`config.mk`:
```
export PLATFORM = sky130hd
export DESIGN_NAME = burst_addr_gen
export DESIGN_NICKNAME = d
export VERILOG_FILES = /design/src/rtl/burst_pkg.sv /design/src/rtl/burst_beat_fsm.sv /design/src/rtl/burst_addr_map.sv /design/src/rtl/burst_addr_gen.sv
export SDC_FILE = /design/constraint.sdc
export NUM_CORES = 1
export LEC_CHECK = 0
export ABC_AREA = 0
export BUFFER_PORTS_ARGS = -buffer_cell sky130_fd_sc_hd__buf_4
export CAP_MARGIN = 40
export CORE_AREA = 2 2 39 41
export DETAILED_ROUTE_END_ITERATION = 16
export DIE_AREA = 0 0 41 43
export PLACE_DENSITY_LB_ADDON = 0.2
export SLEW_MARGIN = 10
export SYNTH_ARGS = -nofsm -noshare
export SYNTH_HDL_FRONTEND = slang
export SYNTH_SLANG_ARGS = --single-unit
```
`constraint.sdc`:
```
create_clock -name clk -period 1.65 [get_ports clk]
set_input_delay 0.33 -clock clk [delete_from_list [all_inputs] [get_ports clk]]
set_output_delay 0.33 -clock clk [all_outputs]
set_load 0.03 [all_outputs]
```
`src/rtl/burst_pkg.sv`:
```
package burst_pkg;
    localparam int unsigned BEAT_W = 2;
    localparam int unsigned BEATS  = 1 << BEAT_W;

    typedef enum logic [BEAT_W-1:0] {
        BEAT0 = 2'd0,
        BEAT1 = 2'd1,
        BEAT2 = 2'd2,
        BEAT3 = 2'd3
    } beat_e;
endpackage

```
`src/rtl/burst_beat_fsm.sv`:
```
module burst_beat_fsm
    import burst_pkg::*;
(
    input  logic  clk,
    input  logic  rst_n,
    input  logic  ce,
    input  logic  load,
    input  logic  adv,
    output beat_e beat
);
    beat_e beat_d;

    // next-state logic: LOAD, STEP, WRAP or hold
    always_comb begin
        beat_d = beat;
        if (ce) begin
            if (load) begin
                beat_d = BEAT0;
            end else if (adv) begin
                unique case (beat)
                    BEAT0: beat_d = BEAT1;
                    BEAT1: beat_d = BEAT2;
                    BEAT2: beat_d = BEAT3;
                    BEAT3: beat_d = BEAT0;
                    default: beat_d = BEAT0;
                endcase
            end
        end
    end

    always_ff @(posedge clk or negedge rst_n) begin
        if (!rst_n) beat <= BEAT0;
        else        beat <= beat_d;
    end

    assert_ce_hold_R6: assert property (@(posedge clk) disable iff (!rst_n)
        !ce |=> $stable(beat));
    assert_load_first_R7: assert property (@(posedge clk) disable iff (!rst_n)
        (ce && load) |=> (beat == BEAT0));
    assert_wrap_R5: assert property (@(posedge clk) disable iff (!rst_n)
        (ce && !load && adv && beat == BEAT3) |=> (beat == BEAT0));
    assert_step_R3: assert property (@(posedge clk) disable iff (!rst_n)
        (ce && !load && adv && beat != BEAT3) |=> (beat != BEAT0));
endmodule

```
`src/rtl/burst_addr_map.sv`:
```
module burst_addr_map
    import burst_pkg::*;
(
    input  logic [BEAT_W-1:0] start_q,
    input  beat_e             beat,
    input  logic              order_lin,
    output logic [BEAT_W-1:0] addr
);
    logic [BEAT_W-1:0] lin_addr;
    logic [BEAT_W-1:0] ilv_addr;

    always_comb begin
        lin_addr = start_q + BEAT_W'(beat);
        ilv_addr = start_q ^ BEAT_W'(beat);
        addr     = order_lin ? lin_addr : ilv_addr;
    end
endmodule

```
`src/rtl/burst_addr_gen.sv`:
```
module burst_addr_gen
    import burst_pkg::*;
(
    input  logic              clk,
    input  logic              rst_n,
    input  logic              ce,
    input  logic              load,
    input  logic              adv,
    input  logic              order_lin,
    input  logic [BEAT_W-1:0] start_addr,
    output logic [BEAT_W-1:0] burst_addr
);
    beat_e             beat;
    logic [BEAT_W-1:0] start_q;

    always_ff @(posedge clk or negedge rst_n) begin
        if (!rst_n)          start_q <= '0;
        else if (ce && load) start_q <= start_addr;
    end

    burst_beat_fsm u_fsm (
        .clk   (clk),
        .rst_n (rst_n),
        .ce    (ce),
        .load  (load),
        .adv   (adv),
        .beat  (beat)
    );

    burst_addr_map u_map (
        .start_q   (start_q),
        .beat      (beat),
        .order_lin (order_lin),
        .addr      (burst_addr)
    );

    assert_load_capture_R2: assert property (@(posedge clk) disable iff (!rst_n)
        (ce && load) |=> (burst_addr == $past(start_addr)));
    assert_linear_R3: assert property (@(posedge clk) disable iff (!rst_n)
        order_lin |-> (BEAT_W'(burst_addr - start_q) == BEAT_W'(beat)));
    assert_interleave_R4: assert property (@(posedge clk) disable iff (!rst_n)
        !order_lin |-> ((burst_addr ^ start_q) == BEAT_W'(beat)));
    assert_idle_hold_R8: assert property (@(posedge clk) disable iff (!rst_n)
        (ce && !load && !adv && $stable(order_lin)) |=> $stable(burst_addr));
endmodule

```
==> results of run 1 <==
[how the worst max path moves through the flow]
stage | slack (ps) | cells after the start | to | start
finish | 170 | 4 | burst_addr[1] | start_q[0]
global route | 90 | 4 | burst_addr[1] | start_q[0]
CTS | 160 | 3 | burst_addr[1] | u_fsm.beat[1]
detailed placement | 410 | 3 | burst_addr[1] | u_fsm.beat[1]
global placement | 420 | 4 | burst_addr[1] | start_q[0]
floorplan | 230 | 2 | burst_addr[1] | u_fsm.beat[1]
[power breakdown]
group          internal [uW]  switching (uW)  total, uW
Sequential               115            14.6        129
Combinational           71.7            80.2        152
Clock                   81.2            37.9        119
Total                    268             133        400
[registers in the layout, indices dropped and copies added, names as in the netlist]
register	cells
u_fsm.beat	2
start_q	2
[cell usage in the layout, fill, tap and decap left out]
cell / synthesis / routed
buf_4: 0 / 9
dfrtp_1: 4 / 4
ha_1: 3 / 3
clkbuf_4: 0 / 3
inv_1: 2 / 2
nand2_1: 2 / 2
mux2_4: 2 / 2
xor2_1: 1 / 1
xnor2_1: 1 / 1
nand2b_1: 1 / 1
nand4b_1: 1 / 1
o311ai_1: 1 / 1
nand2_2: 1 / 1
nor2_1: 1 / 1
o21a_1: 1 / 1
o32ai_1: 1 / 1
dlygate4sd3_1: 0 / 1
[per-stage QoR]
step	power [uW]	util	instance area, um2
6_report	400	0.268	370
2_1_floorplan	227	-	250
4_1_cts	410	0.268	370
3_5_place_dp	284	0.244	338
3_3_place_gp	276	0.244	338
5_1_grt	430	0.268	370
[final cells by class]
type / count / share of cell area
multi-input cells: 16 / 0.385
flip-flops and latches: 4 / 0.270
repair buffers: 10 / 0.209
clock buffers: 3 / 0.0608
well taps: 16 / 0.0541
inverters: 2 / 0.0203
[kinds of logic (layout without fill, tap and decap cells)]
group | count (synthesis) | after routing | synth area share
simple gates | 6 | 6 | 0.130
mux | 2 | 2 | 0.120
fa+ha+maj | 3 | 3 | 0.150
compound gates | 3 | 3 | 0.100
buf+inv | 2 | 15 | 0.0300
xor+xnor | 2 | 2 | 0.0700
flops | 4 | 4 | 0.400
[what timing repair did]
action                                  in CTS  in global routing
gates resized for setup                      0                  0
endpoints found under the hold margin        4                  0
endpoints found under the setup margin       0                  0
setup buffers                                0                  0
hold buffers                                 1                  0
[worst max-delay path: stages, from the launching register on]
cell	delay, ps
dfrtp_1	390
ha_1	180
nand2_1	70
xnor2_1	110
buf_4	170
[layer usage]
metal / routed length, um / track usage / up-vias / part of all wire
met3: 32 / 0.0157 / 0 / 0.063
met2: 258 / 0.100 / 9 / 0.50
met4: 0 / 0.0800 / 0 / 0
li1: - / - / 105 / -
met5: 0 / 0 / - / 0
met1: 221 / 0.0847 / 95 / 0.43
==> out/qor.csv, run 1 <==
metric,value,unit
outcome,finished clean,
"top cells by count, synth","dfrtp_1, ha_1, inv_1, mux2_4, nand2_1",
critical path arrival,1150,ps
pwr dens,1080,mW/mm2
hold-critical path depth,2,
fin crit share,0.896,
gr usage total,0.0736,
worst hold slack,332,ps
setup slack at placement,406,ps
DR iter-0 viols,2,
Slew headroom,0.816,
share of layout cells above drive strength 1,0.429,
Routed Wire Length,512,um
routability cong.,0.601,
first-pass GRT wire length,821,um
# placed instances,47,
Fin. Hold Viols,0,
worst reg2reg path endpoint,u_fsm.beat[1],
CTS Root Cell,clkbuf_4,
drt wl/cell,10.0,um
Worst Hold Endpoint,start_q[0],
die area,0.00176,mm2
max_cap viols,0,
Worst R2R Path Depth,4,
"Reg clk slew, reported paths",40,ps
cts bufs inserted,3,
reg2reg setup slack,540,ps
die height,43,um
nets,48,
min cycle time layout,1480,ps
Synth top area share,0.400,
RSZ-0062 raised after global routing,false,
Worst Skew,0.00187,ps
critical path required time,1320,ps
HP Start,start_addr[0],
"Avg Cell Area, Syn",11.4,um2
Routed Antenna Nets,0,
ys flop type,dfrtp_1,
IO Pins,10,
worst-case clock buffer depth,2,
cell type with the largest total area after synthesis,dfrtp_1,
Yosys Warn Count,0,
# diodes,0,
Pre-antenna DRT Iters,2,
clk_lat worst skew,230,ps
largest cells by area after synthesis,"dfrtp_1, ha_1, mux2_4, nand4b_1, o311ai_1",
Starting Density,0.181,
Crit Path Max Fanout,2,
post-route setup slack,171,ps
Vias,209,
H-Tree Depth,1,
DRC errors left,0,
Non-Filler Instances,51,
Site Rows,14,
CTS tree,built,
number of synthesized flops with an enable pin,0,
Mapped Area,250,um2
vias in the first global route,209,
initial antenna violation count,0,
Core Area,0.00138,mm2
setup TNS,0,ps
HP Class,primary input to flip-flop,
largest net degree at the start of global routing,6,
CP endpoint kind,output pin,
top-count cell post-synth,dfrtp_1,
die span in x,41,um
VDD IR max,292,uV
worst slew pin tran,272,ps
Leak,0.000179,uW
fillers,154,
setup violators final,0,
max-slew violation count,0,
Setup crit start kind,flip-flop,
#FFs+latches synth,4,
library cells used by synthesis,14,
post-synthesis instance total,22,
Syn-to-layout area delta,48.0,%
area occupied by multi-input gates,143,um2
Syn Nets,33,
"Seq/Total Area, Yosys",0.400,
Synth async-reset ratio,1.00,
# port buffers,9,
worst reg2reg startpoint,u_fsm.beat[1],
critical path class,flip-flop to output pin,
Reg area,100,um2
clk sinks,4,
maximum clock rate,0.676,GHz
grt ovf,0,
via/cell ratio,4.10,
Power figures use the tool's default switching activity.
==> run 2, diff against run 1 <==
--- a/config.mk
+++ b/config.mk
@@ -15,4 +15,5 @@
 export SLEW_MARGIN = 10
 export SYNTH_ARGS = -nofsm -noshare
 export SYNTH_HDL_FRONTEND = slang
+export SYNTH_HIERARCHICAL = 1
 export SYNTH_SLANG_ARGS = --single-unit
==> out/qor.csv, run 2 <==
metric,value,unit,change
HPWL Detailed,425,um,
gr usage total,0.0888,,+0.0152
internal power component,259,uW,-3.2%
critical path class,flip-flop to output pin,,
XOR/XNOR Fraction of Synth Area,0.0733,,+0.00330
post-synthesis instance total,21,,-4.5%
"Avg Cell Area, Syn",11.4,um2,about the same
reg2reg setup slack,540,ps,about the same
"Seq/Total Area, Yosys",0.419,,+0.0188
Clk pwr share,0.317,,+0.019
area share of fa/ha/maj cells after synthesis,0.157,,+0.00707
setup TNS,0,ps,unchanged
Site Rows,14,,unchanged
area occupied by multi-input gates,131,um2,-7.9%
worst-case clock buffer depth,2,,unchanged
clk sinks,4,,unchanged
largest cells by area after synthesis,"dfrtp_1, ha_1, mux2_2, nand4b_1, o221ai_1",,
Vias,209,,unchanged
HP Class,primary input to flip-flop,,
VDD IR max,236,uV,-19%
largest family of logic cells by synthesized area,adder cells,,
post-route setup slack,132,ps,-39.5 ps
cell type with the largest total area after synthesis,dfrtp_1,,
H-Tree Depth,1,,unchanged
Starting Density,0.173,,-0.00814
routability cong.,0.600,,-0.28%
maximum clock rate,0.659,GHz,-2.6%
Crit Path Max Fanout,3,,+1
# diodes,0,,unchanged
IO Pins,10,,unchanged
top-count cell post-synth,dfrtp_1,,
CP Capture Point,burst_addr[1],,
CP endpoint kind,output pin,,
worst reg2reg startpoint,u_fsm/beat[0],,
Slew headroom,0.872,,+0.0561
"Reg clk slew, reported paths",40,ps,about the same
Leak,0.000167,uW,-6.6%
Gate power share,0.357,,-0.022
die height,43,um,unchanged
# port buffers,9,,unchanged
Worst Skew,2.08,ps,+2.08 ps
Syn Nets,32,,-3.0%
max-slew violation count,0,,unchanged
CTS tree,built,,
critical path arrival,1190,ps,+40 ps
setup slack at placement,360,ps,-45.7 ps
Simple-Gate Fraction of Synth Area,0.105,,-0.0253
#FFs+latches synth,4,,unchanged
fin crit share,0.920,,+0.0239
library cells used by synthesis,13,,-1
Mapped Area,239,um2,-4.5%
max_cap viols,0,,unchanged
post-cts repair resize count,0,,unchanged
Setup crit start kind,flip-flop,,
DRC errors left,0,,unchanged
vias in the first global route,217,,+3.8%
drt wl/cell,10.6,um,+5.2%
worst slew pin tran,192,ps,-79.9 ps
pwr dens,1070,mW/mm2,-0.74%
Synth top area share,0.419,,+0.0188
cts bufs inserted,3,,unchanged
critical path required time,1320,ps,about the same
clk_lat worst skew,240,ps,about the same
Core Area,0.00138,mm2,unchanged
"top cells by count, synth","dfrtp_1, ha_1, inv_1, mux2_2, nand2_1",,
die area,0.00176,mm2,unchanged
initial antenna violation count,0,,unchanged
Pre-antenna DRT Iters,4,,+2
Reg area,100,um2,unchanged
Reg power frac,0.326,,+0.003
Fin. Hold Viols,0,,unchanged
sw frac,0.328,,-0.00370
fillers,161,,+4.5%
Syn-to-layout area delta,50.3,%,
Synth async-reset ratio,1.00,,unchanged
outcome,finished clean,,
worst reg2reg path endpoint,u_fsm/beat[0],,
biggest regs,"start_q (2), u_fsm/beat (2)",,
share of layout cells above drive strength 1,0.412,,-0.0168
min cycle time layout,1520,ps,+39.5 ps
Routed Antenna Nets,0,,unchanged
CP Launch Point,u_fsm/beat[0],,
largest net degree at the start of global routing,6,,unchanged
die span in x,41,um,unchanged
ys flop type,dfrtp_1,,
mux cell area share after synthesis,0.0942,,-0.0258
complex-gate fraction of the synthesized area,0.120,,+0.0204
Routed Wire Length,528,um,+3.1%
RSZ-0062 raised after global routing,false,,
Yosys Warn Count,6,,+6
nets,47,,-2.1%
via/cell ratio,4.18,,+2.0%
setup violators final,0,,unchanged
"commonest cells after routing, fill and taps aside","buf_4, dfrtp_1, clkbuf_4, ha_1",,
"commonest non-fill, non-tap cell in the layout",buf_4,,
CTS Root Cell,clkbuf_4,,
postcts setup bufs,0,,unchanged
switching pwr,126,uW,-4.8%
number of synthesized flops with an enable pin,0,,unchanged
grt ovf,0,,unchanged
first-pass GRT wire length,938,um,+14%
Worst R2R Path Depth,4,,unchanged
DR iter-0 viols,2,,unchanged
run 2: through the flow:
step | utilization | hold slack, ps | total power, uW | std cells | cell area, um2
after detailed placement | 0.236 | 128 | 265 | 46 | 327
final | 0.259 | 331 | 385 | 50 | 359
after global routing | 0.259 | 336 | 415 | 50 | 359
after CTS | 0.259 | 325 | 396 | 50 | 359
after global placement | 0.236 | 127 | 260 | 46 | 327
after floorplan | - | 34.4 | 213 | 21 | 239
run 2: worst min path at each step:
stage | start | endpoint | slack, ps | cells past startpoint
2_1_floorplan | rst_n | start_q[0] | 30 | 0
3_3_place_gp | rst_n | start_q[1] | 130 | 1
3_5_place_dp | rst_n | start_q[0] | 130 | 1
4_1_cts | start_addr[0] | start_q[0] | 330 | 2
5_1_grt | start_addr[1] | start_q[1] | 340 | 2
6_report | start_addr[0] | start_q[0] | 330 | 2
run 2: power by group through the flow:
stage / Clock [uW] / Sequential, uW / Combinational [uW]
floorplan: 0 / 123 / 89.4
global placement: 0 / 127 / 133
detailed placement: 0 / 127 / 138
CTS: 129 / 126 / 140
global route: 134 / 128 / 152
finish: 122 / 126 / 138
run 2: cell type report:
type,instances,area share
inverter,2,0.0209
sequential,4,0.279
multi-input combinational,15,0.366
timing repair buffer,10,0.216
clock buffer,3,0.0627
tap,16,0.0557
run 2: cell families (layout without fill, tap and decap cells):
family	count (synthesis)	in the layout
xor gates and xnor gates	2	2
buffers and inverters	2	15
DFF	4	4
adders and majority gates	3	3
muxes	2	2
and+or+nand+nor	4	4
AOI/OAI and AO/OA	4	4
run 2: worst max-delay path, cell delays in order, from the launching register on:
cell and delay (ps):
dfrtp_1 390, ha_1 200, nand2_1 70, xnor2_1 120, buf_4 180
run 2: routing by layer:
metal / GRT usage / routed length, um / vias to the layer above
li1: - / - / 102
met1: 0.0817 / 175 / 102
met2: 0.122 / 335 / 5
met3: 0.0314 / 17 / 0
met4: 0.120 / 0 / 0
met5: 0 / 0 / -
run 2: what timing repair did:
| action | 4_1_cts | 5_1_grt |
|---|---|---|
| endpoints found under the hold margin | 4 | 0 |
| hold buffers | 1 | 0 |
| setup endpoints to repair | 0 | 0 |
